File: config.mk
export PLATFORM = sky130hd
export DESIGN_NAME = shared_byte_fifo
export DESIGN_NICKNAME = d
export VERILOG_FILES = /design/src/rtl/sbf_pkg.sv /design/src/rtl/sbf_arbiter.sv /design/src/rtl/sbf_store.sv /design/src/rtl/sbf_level.sv /design/src/rtl/shared_byte_fifo.sv
export SDC_FILE = /design/constraint.sdc
export NUM_CORES = 1
export LEC_CHECK = 0
export CAP_MARGIN = 40
export CORE_AREA = 2 2 224 226
export DETAILED_ROUTE_END_ITERATION = 6
export DIE_AREA = 0 0 226 228
export PLACE_DENSITY = 0.57
export RECOVER_POWER = 50
export SLEW_MARGIN = 10
export SYNTH_ARGS = -nofsm -noshare
export SYNTH_HDL_FRONTEND = slang
export SYNTH_SLANG_ARGS = --single-unit
File: constraint.sdc
create_clock -name clk -period 3.2 [get_ports clk]
set_input_delay 0.96 -clock clk [delete_from_list [all_inputs] [get_ports clk]]
set_output_delay 0.96 -clock clk [all_outputs]
set_load 0.05 [all_outputs]
File: src/rtl/sbf_pkg.sv
package sbf_pkg;
  typedef enum logic [1:0] {
    SRC_NONE = 2'd0,
    SRC_HOST = 2'd1,
    SRC_ENG  = 2'd2
  } src_e;
endpackage

File: src/rtl/sbf_arbiter.sv
module sbf_arbiter
  import sbf_pkg::*;
#(
  parameter int DATA_W = 8
) (
  input  logic              host_push_valid,
  input  logic [DATA_W-1:0] host_push_data,
  input  logic              eng_push_valid,
  input  logic [DATA_W-1:0] eng_push_data,
  input  logic              host_pop_valid,
  input  logic              eng_pop_valid,
  output logic              eng_push_ready,
  output logic              eng_pop_ready,
  output logic              push_req,
  output logic [DATA_W-1:0] push_data,
  output logic              pop_req
);
  src_e push_src, pop_src;

  always_comb begin
    if (host_push_valid)     push_src = SRC_HOST;
    else if (eng_push_valid) push_src = SRC_ENG;
    else                     push_src = SRC_NONE;

    if (host_pop_valid)      pop_src = SRC_HOST;
    else if (eng_pop_valid)  pop_src = SRC_ENG;
    else                     pop_src = SRC_NONE;
  end

  always_comb begin
    unique case (push_src)
      SRC_HOST: push_data = host_push_data;
      SRC_ENG:  push_data = eng_push_data;
      default:  push_data = '0;
    endcase
  end

  assign push_req       = (push_src != SRC_NONE);
  assign pop_req        = (pop_src != SRC_NONE);
  assign eng_push_ready = (push_src != SRC_HOST);
  assign eng_pop_ready  = (pop_src != SRC_HOST);
endmodule

File: src/rtl/sbf_store.sv
module sbf_store #(
  parameter int DATA_W = 8,
  parameter int DEPTH  = 64,
  localparam int AW    = $clog2(DEPTH),
  localparam int CW    = $clog2(DEPTH + 1)
) (
  input  logic              clk,
  input  logic              rst_n,
  input  logic              flush,
  input  logic              push_req,
  input  logic [DATA_W-1:0] push_data,
  input  logic              pop_req,
  output logic [DATA_W-1:0] head_data,
  output logic [CW-1:0]     count,
  output logic              overflow
);
  logic [DATA_W-1:0] mem [DEPTH];
  logic [AW-1:0]     wptr, rptr;
  logic              full, empty, push_ok, pop_ok;

  assign full    = (count == CW'(DEPTH));
  assign empty   = (count == '0);
  assign push_ok = push_req & ~full & ~flush;
  assign pop_ok  = pop_req & ~empty & ~flush;

  function automatic logic [AW-1:0] nxt(input logic [AW-1:0] p);
    return (p == AW'(DEPTH - 1)) ? '0 : p + AW'(1);
  endfunction

  always_ff @(posedge clk or negedge rst_n) begin
    if (!rst_n) begin
      wptr     <= '0;
      rptr     <= '0;
      count    <= '0;
      overflow <= 1'b0;
    end else if (flush) begin
      wptr     <= '0;
      rptr     <= '0;
      count    <= '0;
      overflow <= 1'b0;
    end else begin
      if (push_ok) wptr <= nxt(wptr);
      if (pop_ok)  rptr <= nxt(rptr);
      count <= count + CW'(push_ok) - CW'(pop_ok);
      if (push_req && full) overflow <= 1'b1;
    end
  end

  always_ff @(posedge clk) begin
    if (push_ok) mem[wptr] <= push_data;
  end

  assign head_data = empty ? '0 : mem[rptr];

  assert_count_bound_R2: assert property (@(posedge clk) disable iff (!rst_n)
    count <= CW'(DEPTH));
  assert_ovfl_sticky_R3: assert property (@(posedge clk) disable iff (!rst_n)
    overflow && !flush |=> overflow);
  assert_full_write_R3: assert property (@(posedge clk) disable iff (!rst_n)
    (count == CW'(DEPTH)) && push_req && !flush |=> overflow);
  assert_flush_empty_R4: assert property (@(posedge clk) disable iff (!rst_n)
    flush |=> (count == '0) && !overflow);
  assert_balanced_R9: assert property (@(posedge clk) disable iff (!rst_n)
    push_req && pop_req && !flush && (count != '0) && (count != CW'(DEPTH))
    |=> count == $past(count));
  assert_empty_pop_R10: assert property (@(posedge clk) disable iff (!rst_n)
    (count == '0) && !push_req && !flush |=> count == '0);
endmodule

File: src/rtl/sbf_level.sv
module sbf_level #(
  parameter int DEPTH   = 64,
  parameter int LEVEL_W = 6,
  localparam int CW     = $clog2(DEPTH + 1),
  localparam int XW     = ((CW > LEVEL_W) ? CW : LEVEL_W) + 1
) (
  input  logic               clk,
  input  logic               rst_n,
  input  logic [CW-1:0]      count,
  input  logic [LEVEL_W-1:0] water_level,
  output logic               hi_alert,
  output logic               lo_alert
);
  logic [XW-1:0] fill_x, free_x, lvl_x;

  assign fill_x   = XW'(count);
  assign free_x   = XW'(DEPTH) - fill_x;
  assign lvl_x    = XW'(water_level);
  assign hi_alert = (free_x <= lvl_x);
  assign lo_alert = (fill_x <= lvl_x);

  assert_alert_split_R5: assert property (@(posedge clk) disable iff (!rst_n)
    (lvl_x < XW'(DEPTH / 2)) |-> !(hi_alert && lo_alert));
  assert_empty_low_R6: assert property (@(posedge clk) disable iff (!rst_n)
    (count == '0) |-> lo_alert);
endmodule

File: src/rtl/shared_byte_fifo.sv
module shared_byte_fifo #(
  parameter int DATA_W  = 8,
  parameter int DEPTH   = 64,
  parameter int LEVEL_W = 6,
  localparam int CW     = $clog2(DEPTH + 1)
) (
  input  logic               clk,
  input  logic               rst_n,
  input  logic               flush,
  input  logic [LEVEL_W-1:0] water_level,
  input  logic               host_push_valid,
  input  logic [DATA_W-1:0]  host_push_data,
  input  logic               eng_push_valid,
  input  logic [DATA_W-1:0]  eng_push_data,
  output logic               eng_push_ready,
  input  logic               host_pop_valid,
  output logic [DATA_W-1:0]  host_pop_data,
  input  logic               eng_pop_valid,
  output logic               eng_pop_ready,
  output logic [DATA_W-1:0]  eng_pop_data,
  output logic [CW-1:0]      fill_count,
  output logic               hi_alert,
  output logic               lo_alert,
  output logic               overflow_err
);
  logic              push_req, pop_req;
  logic [DATA_W-1:0] push_data, head_data;

  sbf_arbiter #(.DATA_W(DATA_W)) u_arb (
    .host_push_valid(host_push_valid),
    .host_push_data (host_push_data),
    .eng_push_valid (eng_push_valid),
    .eng_push_data  (eng_push_data),
    .host_pop_valid (host_pop_valid),
    .eng_pop_valid  (eng_pop_valid),
    .eng_push_ready (eng_push_ready),
    .eng_pop_ready  (eng_pop_ready),
    .push_req       (push_req),
    .push_data      (push_data),
    .pop_req        (pop_req)
  );

  sbf_store #(.DATA_W(DATA_W), .DEPTH(DEPTH)) u_store (
    .clk      (clk),
    .rst_n    (rst_n),
    .flush    (flush),
    .push_req (push_req),
    .push_data(push_data),
    .pop_req  (pop_req),
    .head_data(head_data),
    .count    (fill_count),
    .overflow (overflow_err)
  );

  sbf_level #(.DEPTH(DEPTH), .LEVEL_W(LEVEL_W)) u_level (
    .clk        (clk),
    .rst_n      (rst_n),
    .count      (fill_count),
    .water_level(water_level),
    .hi_alert   (hi_alert),
    .lo_alert   (lo_alert)
  );

  assign host_pop_data = head_data;
  assign eng_pop_data  = head_data;

  assert_eng_wait_R7: assert property (@(posedge clk) disable iff (!rst_n)
    host_push_valid && eng_push_valid && !flush && (fill_count < CW'(DEPTH))
    |=> fill_count != '0);
endmodule

Word level (Yosys, flattened, before mapping)
Memories as Yosys holds them, arrays and structs flattened.
Cells that the tools add are included.
{"block": "word_totals", "regBits": 20, "n_memories": 1, "mem_bits_rw": 512, "inputBits": 29}
{"block": "op_classes", "addsub": 5, "n_eq_ne": 7, "muxes": 17, "reduce_logical": 7, "magnitude_cmp": 2, "n_bitwise": 7}
{"memory": "u_store.mem", "words": 64, "width": 8, "read_ports": 1, "rd_ports_with_merged_regs": 0, "wr": 1, "line_no": "sbf_store.sv:17", "rtl": "logic [DATA_W-1:0] mem [DEPTH];"}
{"operator": "6-bit two-way mux", "n": 6}
{"operator": "8-bit one-hot mux with 2 select lines", "n": 1}
{"operator": "6-bit by 1-bit adder with 6-bit output, second input constant", "n": 2}
{"operator": "6-bit == test, second input constant", "n": 2}
{"operator": "2-bit nonzero test", "n": 5}
{"operator": "8-bit by 6-bit <= comparator with 1-bit output", "n": 1}
{"operator": "2-bit two-way mux", "n": 4}
{"operator": "8-bit two-way mux", "n": 1}
{"operator": "7-bit by 7-bit subtractor with 8-bit output, first input constant", "n": 1}
{"operator": "7-bit by 1-bit adder with 7-bit output", "n": 1}
{"operator": "7-bit == test, second input constant", "n": 1}
{"operator": "7-bit by 6-bit <= comparator with 1-bit output", "n": 1}
{"operator": "7-bit zero test", "n": 1}
{"operator": "7-bit two-way mux", "n": 1}
{"operator": "7-bit by 1-bit subtractor with 7-bit output", "n": 1}
{"operator": "1-bit AND", "n": 4}
{"operator": "1-bit two-way mux", "n": 4}
{"operator": "2-bit by 1-bit != test with 1-bit output, second input constant", "n": 2}
{"operator": "1-bit NOT", "n": 3}
{"operator": "2-bit by 1-bit == test with 1-bit output, second input constant", "n": 1}
{"operator": "2-bit == test, second input constant", "n": 1}
{"operator": "1-bit logical AND", "n": 1}

Depth between registers and ports, before layout
Gate-level depths: netlist of the first run.
{"block": "depth", "depth_word": 8, "mapped_depth": 16}

By module
From an unflattened synthesis of the first run, not the netlist that was laid out.
{"block": "hier_totals", "hier_cells": 1116, "area_unflattened_um2": 21485.6}
{"mod": "sbf_store", "instances": 1, "seq_area_each_um2": 15875.2, "area_each_um2": 20940.1, "cells_per_inst": 1043}
{"mod": "sbf_level", "instances": 1, "seq_area_each_um2": 0.0, "area_each_um2": 372.9, "cells_per_inst": 50}
{"mod": "sbf_arbiter", "instances": 1, "seq_area_each_um2": 0.0, "area_each_um2": 112.6, "cells_per_inst": 15}
{"mod": "shared_byte_fifo", "instances": 1, "seq_area_each_um2": 0.0, "area_each_um2": 60.1, "cells_per_inst": 8}

Worst setup path after synthesis of the first run
Ideal clock, no wire load.
{"block": "synth_timing", "kind": "input to register", "start": "input port host_push_valid", "end": "memory u_store.mem[0][0] (data pin)", "path_stages": 2, "setup_time_ps": 702, "setup_slack_ps": -1198, "t_arrival_ps": 3696, "t_required_ps": 2498, "cell_sequence": "clkbuf_1 o21ai_0"}
{"block": "synth_between", "elab_chain_len": 3}
{"item": "from (decl)", "line_no": "shared_byte_fifo.sv:11", "rtl": "input logic host_push_valid,"}
{"item": "2-bit two-way mux (*)", "line_no": "sbf_arbiter.sv:21", "rtl": "if (host_push_valid) push_src = SRC_HOST;"}
{"item": "2-bit == test / 2-bit by 1-bit == test with 1-bit output (equally long branches)", "line_no": "sbf_arbiter.sv:31", "rtl": "unique case (push_src)"}
{"item": "8-bit one-hot mux with 2 select lines (*)", "line_no": "sbf_arbiter.sv:31"}
{"item": "via push_data[0]", "line_no": "shared_byte_fifo.sv:27", "rtl": "logic [DATA_W-1:0] push_data, head_data;"}
{"item": "to (decl)", "line_no": "sbf_store.sv:17"}
Mark *: on every way through the listed nets, which the timed path passes. The rest lies on a longest branch.

Worst setup path in the final report of the first run
{"block": "layout_timing", "start": "register u_store.rptr[0]", "end": "output port eng_pop_data[0]"}
{"block": "layout_between", "elab_chain_len": 2}
{"item": "from (decl)", "line_no": "sbf_store.sv:18", "rtl": "logic [AW-1:0] wptr, rptr;"}
{"item": "from (signal assigned)", "line_no": "sbf_store.sv:43", "rtl": "if (pop_ok) rptr <= nxt(rptr);"}
{"item": "memory 64 x 8 bit"}
{"item": "8-bit two-way mux", "line_no": "sbf_store.sv:53", "rtl": "assign head_data = empty ? '0 : mem[rptr];"}
{"item": "to (decl)", "line_no": "shared_byte_fifo.sv:20", "rtl": "output logic [DATA_W-1:0] eng_pop_data,"}
Every way passes these cells.

==> results of run 1 <==
-- worst paths after layout --
kind,start,endpoint,depth (start not counted)
max reg2reg,u_store.count[2],u_store.mem[43][5],10
min,u_store.wptr[3],u_store.wptr[3],1
max in group asynchronous,rst_n,u_store.rptr[0],2
min reg2reg,u_store.wptr[3],u_store.wptr[3],1
min in group asynchronous,rst_n,u_store.rptr[1],2
max,u_store.rptr[0],eng_pop_data[0],9
-- worst max-delay path, stage by stage (launching register included) --
cell	delay [ps]
dfrtp_4	500
buf_12	150
buf_16	160
mux4_2	550
a22o_1	210
a31oi_1	140
buf_4	160
o41ai_2	70
a22o_1	270
buf_6	180
-- flip-flops by register name, indices dropped and copies added (netlist names) --
name,count
u_store.count,7
u_store.mem,512
u_store.overflow,1
u_store.rptr,6
u_store.wptr,6
-- cell type report --
class	count	area, µm²
flip-flops and latches	532	15890
inverters	21	91.34
repair buffers	257	2501
clock buffers	67	1421
well taps	672	840.8
clock inverters	30	241.5
multi-input cells	600	5995
fillers	3897	22370
-- metrics by stage --
stage | hold WS [ps] | setup slack (ps)
after global routing | 625.9 | -831.1
after floorplan | 510.1 | -105.6
after CTS | 576.0 | -807.5
final | 578.9 | -749.8
after global placement | 555.5 | -773.8
after detailed placement | 563.1 | -713.6
-- layer usage --
metal  global-route usage  wire [µm]
met1               0.2965      24240
met2               0.3348      25880
met3              0.03065       2200
met4              0.05546       1154
met5                    0          0
-- Yosys cell counts (all sizes together) (21+ instances only) --
| cell | count | area (µm²) |
|---|---|---|
| inv | 21 | 78.83 |
| mux2i | 86 | 860.8 |
| edfxtp | 512 | 15370 |
| a22oi | 25 | 187.7 |
| buf | 53 | 387.9 |
| nor2 | 116 | 435.4 |
| mux4 | 92 | 2113 |
| nand2 | 49 | 183.9 |
| a21oi | 29 | 145.1 |
| nor2b | 23 | 143.9 |
| ha | 26 | 325.3 |
-- report_power, final --
group	total, mW	switching, mW	internal, mW	leakage (nW)
registers	7.89	0.0929	7.80	4.81
logic	7.03	3.74	3.29	3.21
clock network	5.99	2.54	3.45	0.810
total	20.9	6.38	14.5	8.84
-- kinds of logic after synthesis --
logic type	share of synthesized area
flops	0.7236
simple gates	0.04910
mux	0.1381
compound gates	0.04431
buf+inv	0.02469
fa+ha+maj	0.01574
xor+xnor	0.004392
-- timing repair --
action,4_1_cts,5_1_grt
hold endpoints to repair,0,0
cloned,2,4
resized for setup,68,48
buffers inserted,12,9
endpoints found under the setup margin,18,19
pin swaps,26,20
==> metrics.md, run 1 <==
| Metric | Value |
|---|---|
| Total gr overflow | 0 |
| Core Region | 49,350 µm² |
| Aggregate routed wire length | 53,480 µm |
| Final hold violations | 0 |
| Routed vias/inst | 5.486 |
| CTS Buf Count | 54 |
| Detailed placement HPWL | 33,090 µm |
| Routed via count | 11,960 |
| Seq cells post-synth | 532 |
| CTS root buf | clkbuf_16 |
| Worst-Skew Late Latency | 590 ps |
| Die X | 226 µm |
| TritonCTS clock tree | done |
| Top_reg_cell synth | edfxtp_1 |
| Design Power | 20.91 mW |
| Post-Route Utilization | 0.5468 |
| Pwr dens | 775.0 nW/µm² |
| Failing checks | capacitance limit, slew limit, setup timing |
| WS Path Type | reg -> out |
| Pin count of the biggest net entering global routing | 65 |
| Die area | 51,530 µm² |
| Global-route wire length before repair | 78,090 µm |
| Port buffer count | 56 |
| 1st-iter DRT viols | 1,117 |
| I/O pin cnt | 57 |
| Final setup margin | -749.8 ps |
| Antenna cells | 0 |
| FP Rows | 82 |
| Setup TNS | -23,150 ps |
| RSZ-0062 raised after global routing | true |
| Synth cell types | 56 |
| Fmax | 0.2532 GHz |
| Setup Viol. Count Final | 83 |
| Post-synthesis sequential area ratio | 0.7236 |
| Clock buffer depth | 3 |
| Placed Area | 24,650 µm² |
| Initial antenna violation count | 0 |
| Worst Path Max Fanout | 8 |
| CTS sink cnt | 532 |
| Worst min-delay path class | reg -> reg |
| Most frequent cells in the layout | edfxtp_1 (512), buf_4 (156), nor2_1 (104) |
| R2R setup slack | 70 ps |
| CP startpoint kind | register |
| Placed cells | 2,056 |
| Routability cong. | 0.8400 |
| GRT Resource Usage Total | 0.2075 |
| Post-DR wirelength/cell | 24.54 µm |
| Required time of the critical path | 2240 ps |
| Mapped Nets | 1,282 |
| Mean post-synth cell area | 17.89 µm² |
| Vias in the first global route | 12,180 |
| Detailed Routing Iterations Pass 1 | 5 |
| Worst-path clk slew | 60 ps |
| Htree depth | 2 |
| Synth warn | 0 |
| Initial Util | 0.4446 |
| Static leakage | 8.838 nW |
| Fin crit share | 1.234 |
| Outcome | finished, violations left |
| CTS Hold Bufs | 0 |
| Data arrival, critical path | 2990 ps |
| Final Cell Area | 26,980 µm² |
| Leading cell type in the layout, fill and taps excluded | edfxtp_1 |
| CP Capture Type | output pin |
| DRC violation count after routing | 0 |
| Final worst clock skew | 19.36 ps |
| Post-synthesis instance total | 1,226 |
| Slew Limit Fails | 65 |
| Asr flop ratio synth | 0.03759 |
| Non-Filler Instances | 2,179 |
| Share of cells above drive strength 1 | 0.3112 |
| Die Height | 228 µm |
| Min cycle time layout | 3950 ps |
| Worst Tran Pin Value | 1544 ps |
| Layout area overhead | 23.00% |
| Final ANT Viol Nets | 0 |
| Maximum capacitance violations | 1 |
| Maximum vdd drop | 0.4105 mV |
| Number of synthesized flops with an enable pin | 512 |
| Mapped cell area | 21,940 µm² |
| Final #Nets | 1,522 |
| Slew Limit Headroom | -0.02924 |
Note: power is estimated with default switching activity, not from simulation.
==> inputs of run 2 (changes only) <==
- CORE_AREA: 2 2 224 226 -> 2 2 222 224
- DIE_AREA: 0 0 226 228 -> 0 0 224 226
- SYNTH_HIERARCHICAL: unset -> 1
==> metrics.md, run 2 <==
| Metric | Value |
|---|---|
| Initial antenna violation count | 0 (unchanged) |
| Final worst clock skew | 14.50 ps (-4.851 ps) |
| WS Path Type | reg -> out |
| Top_reg_cell synth | edfxtp_1 |
| CTS Buf Count | 54 (unchanged) |
| Vias in the first global route | 11,650 (-4.3%) |
| Net Switching | 5.990 mW (-6.0%) |
| CP cell instances | buf_12 -> buf_16 -> mux4_2 -> mux2i_2 -> a211oi_2 -> buf_4 -> nand3_1 -> nand2_4 -> buf_4 |
| Post-synthesis instance total | 1,116 (-9.0%) |
| Mean post-synth cell area | 19.25 µm² (+7.6%) |
| Asr flop ratio synth | 0.03759 (unchanged) |
| Die Height | 226 µm (-0.88%) |
| TritonCTS clock tree | done |
| Slowest CP cell | mux4_2 |
| Aggregate routed wire length | 52,320 µm (-2.2%) |
| Top reg by flops | u_store/mem |
| Htree depth | 2 (unchanged) |
| Max reg flops | 512 (unchanged) |
| Die X | 224 µm (-0.88%) |
| Worst-Skew Late Latency | 610 ps (+20 ps) |
| Fin crit share | 1.195 (-0.03946) |
| Detailed placement HPWL | 33,020 µm (-0.20%) |
| Leading cell type in the layout, fill and taps excluded | edfxtp_1 |
| Failing checks | setup timing |
| Fill count | 3,711 (-4.8%) |
| CP Capture Type | output pin |
| Required time of the critical path | 2240 ps (about the same) |
| Outcome | finished, violations left |
| Share of cells above drive strength 1 | 0.3818 (+0.07054) |
| CTS sink cnt | 532 (unchanged) |
| Detailed Routing Iterations Pass 1 | 5 (unchanged) |
| Layout area overhead | 24.48% |
| Fmax | 0.2615 GHz (+3.3%) |
| Antenna cells | 0 (unchanged) |
| Top delay family on crit path | buffers and inverters |
| Seq cells post-synth | 532 (unchanged) |
| Worst-path clk slew | 60 ps (about the same) |
| Initial Util | 0.4444 (about the same) |
| Min cycle time layout | 3824 ps (-126.3 ps) |
| Final setup margin | -623.6 ps (+126.3 ps) |
| Mapped cell area | 21,490 µm² (-2.1%) |
| Static leakage | 8.775 nW (-0.71%) |
| CTS root buf | clkbuf_16 |
| Mapped Nets | 1,169 (-8.8%) |
| Clock buffer depth | 3 (unchanged) |
| DRC violation count after routing | 0 (unchanged) |
| Cell-internal power | 14.37 mW (-1.1%) |
| Final hold violations | 0 (unchanged) |
| Worst Path Max Fanout | 15 (+7) |
| Most frequent cells in the layout | edfxtp_1 (512), buf_4 (182), mux4_2 (129) |
| Final #Nets | 1,438 (-5.5%) |
| Global-route wire length before repair | 77,550 µm (-0.70%) |
| Data arrival, critical path | 2860 ps (-130 ps) |
| Total gr overflow | 0 (unchanged) |
| FP Rows | 81 (-1.2%) |
| Synth cell types | 46 (-18%) |
| Final ANT Viol Nets | 0 (unchanged) |
| Reg power frac | 0.388 (+0.011) |
| I/O pin cnt | 57 (unchanged) |
| Critical Path Max Stage Delay | 560 ps (about the same) |
| Worst min-delay path class | reg -> reg |
| Worst Tran Pin Value | 1203 ps (-341.3 ps) |
| Routability cong. | 0.8111 (-3.4%) |
| Maximum vdd drop | 0.7597 mV (+85%) |
| Post-DR wirelength/cell | 25.56 µm (+4.2%) |
| Die area | 50,620 µm² (-1.8%) |
| Top cells by count, synth | edfxtp_1 (512), mux4_2 (129), nor2_1 (93) |
| Pwr dens | 761.4 nW/µm² (-1.7%) |
| GRT Resource Usage Total | 0.2121 (+0.004650) |
| Dominant cells by area after synthesis | edfxtp_1 (72%), mux4_2 (14%), dfrtp_1 (2.3%) |
| Number of synthesized flops with an enable pin | 512 (unchanged) |
| Post-synthesis sequential area ratio | 0.7389 (+0.01525) |
| Slew Limit Headroom | 0.1983 (+0.2276) |
| Clock Power Share | 0.302 (+0.016) |
| Slew Limit Fails | 0 (-100%) |
| RSZ-0062 raised after global routing | true |
| Post-Route Utilization | 0.5533 (+0.006449) |
| Maximum capacitance violations | 0 (-1) |
| Top flop regs | u_store/mem: 512 flops, u_store/count: 7 flops |
| Routed vias/inst | 5.629 (+2.6%) |
| Pin count of the biggest net entering global routing | 65 (unchanged) |
| Setup Viol. Count Final | 17 (-80%) |
| 1st-iter DRT viols | 1,208 (+8.1%) |
| Worst hold slack | 589.5 ps (+10.55 ps) |
| Switching Fraction | 0.2942 (-0.01070) |
| Yosys top cell by area | edfxtp_1 |
| Combinational Power Share | 0.310 (-0.026) |
| Port buffer count | 56 (unchanged) |
| CP Buf/Inv Count | 4 (unchanged) |
| Most frequent cell after synthesis | edfxtp_1 |
| Synth warn | 6 (+6) |
| CP startpoint kind | register |
| Post-synth top area share | 0.7156 (+0.01477) |
| Cell mode on critical path | buf_4 |
| Core Region | 48,340 µm² (-2.0%) |
| Routed via count | 11,520 (-3.6%) |
==> run 2: cell types whose count changed after synthesis, sizes merged, moves of 16 or more <==
cell,previous run,this run
mux2i,86,31
nor2,116,93
a21oi,29,13
mux4,92,129
a22oi,25,0
o22ai,3,32
==> run 2: cell type report <==
| cell class | instances | area, µm² | area share |
|---|---|---|---|
| well taps | 622 | 778.2 | 0.02910 |
| inverters | 21 | 81.33 | 0.003041 |
| repair buffers | 276 | 2596 | 0.09707 |
| clock inverters | 30 | 320.3 | 0.01198 |
| multi-input cells | 500 | 5680 | 0.2124 |
| clock buffers | 66 | 1396 | 0.05221 |
| flip-flops and latches | 532 | 15890 | 0.5942 |
==> run 2: worst reg2reg max path, cell delays in order, from the launching register on <==
cell,delay [ps]
dfrtp_2,350
inv_1,50
ha_1,190
and4bb_2,270
buf_4,150
a211oi_4,230
inv_2,80
ha_4,210
inv_1,50
ha_2,170
inv_1,60
fa_2,350
nand2b_1,160
a21oi_2,150
o21ai_2,70
a21oi_2,140
or3_1,120
a21oi_1,50
==> run 2: cell families (layout without fill, tap and decap cells) <==
kind of cell | Yosys count | in the layout | synth area share
flops | 532 | 532 | 0.7389
mux | 161 | 161 | 0.1502
buf+inv | 84 | 393 | 0.01933
fa+ha+maj | 24 | 24 | 0.01433
simple gates | 214 | 214 | 0.04502
compound gates | 89 | 89 | 0.02737
xor+xnor | 12 | 12 | 0.004892
==> run 2: repair_timing <==
action	in CTS	in global routing
gates cloned	1	0
setup endpoints to repair	18	20
resized for setup	91	43
setup buffers	10	17
pin swaps	23	18
hold endpoints to repair	0	0
hold buffers	0	0
==> run 2: worst paths after layout <==
| path | from | end | slack, ps | depth (start not counted) |
|---|---|---|---|---|
| hold / removal | u_store/overflow | u_store/overflow | 590 | 2 |
| hold reg to reg | u_store/overflow | u_store/overflow | 590 | 2 |
| min in group asynchronous | rst_n | u_store/count[6] | 1130 | 2 |
| setup / recovery | u_store/rptr[0] | host_pop_data[4] | -620 | 9 |
| max in group asynchronous | rst_n | u_store/rptr[0] | 1200 | 2 |
| setup reg to reg | u_store/count[4] | u_store/count[6] | 180 | 17 |
==> run 2: power by group through the flow <==
| stage | clock, mW | sequential, mW | combinational [mW] |
|---|---|---|---|
| after floorplan | 0 | 8.15 | 3.29 |
| after global placement | 0 | 8.03 | 5.50 |
| after detailed placement | 0 | 8.03 | 5.54 |
| after CTS | 6.29 | 7.89 | 6.09 |
| after global routing | 6.54 | 7.90 | 6.69 |
| final | 6.16 | 7.90 | 6.31 |
==> run 2: layer usage <==
layer | track usage | wire length, µm
met5 | 0 | 0
met4 | 0.05376 | 1140
met3 | 0.03565 | 2848
met2 | 0.3376 | 25020
met1 | 0.3075 | 23310
==> run 2: through the flow <==
step                      setup slack, ps  instance area [µm²]  TNS [ps]  total power, mW  std cells
after floorplan                    -168.9                21540    -168.9            11.45       1116
after global placement             -548.9                24320     -7472            13.52       1923
after detailed placement           -585.8                24320    -10410            13.57       1923
after CTS                          -667.6                26550    -10390            20.27       2030
after global routing               -724.2                26750    -11350            21.14       2047
final                              -623.6                26750     -9550            20.36       2047
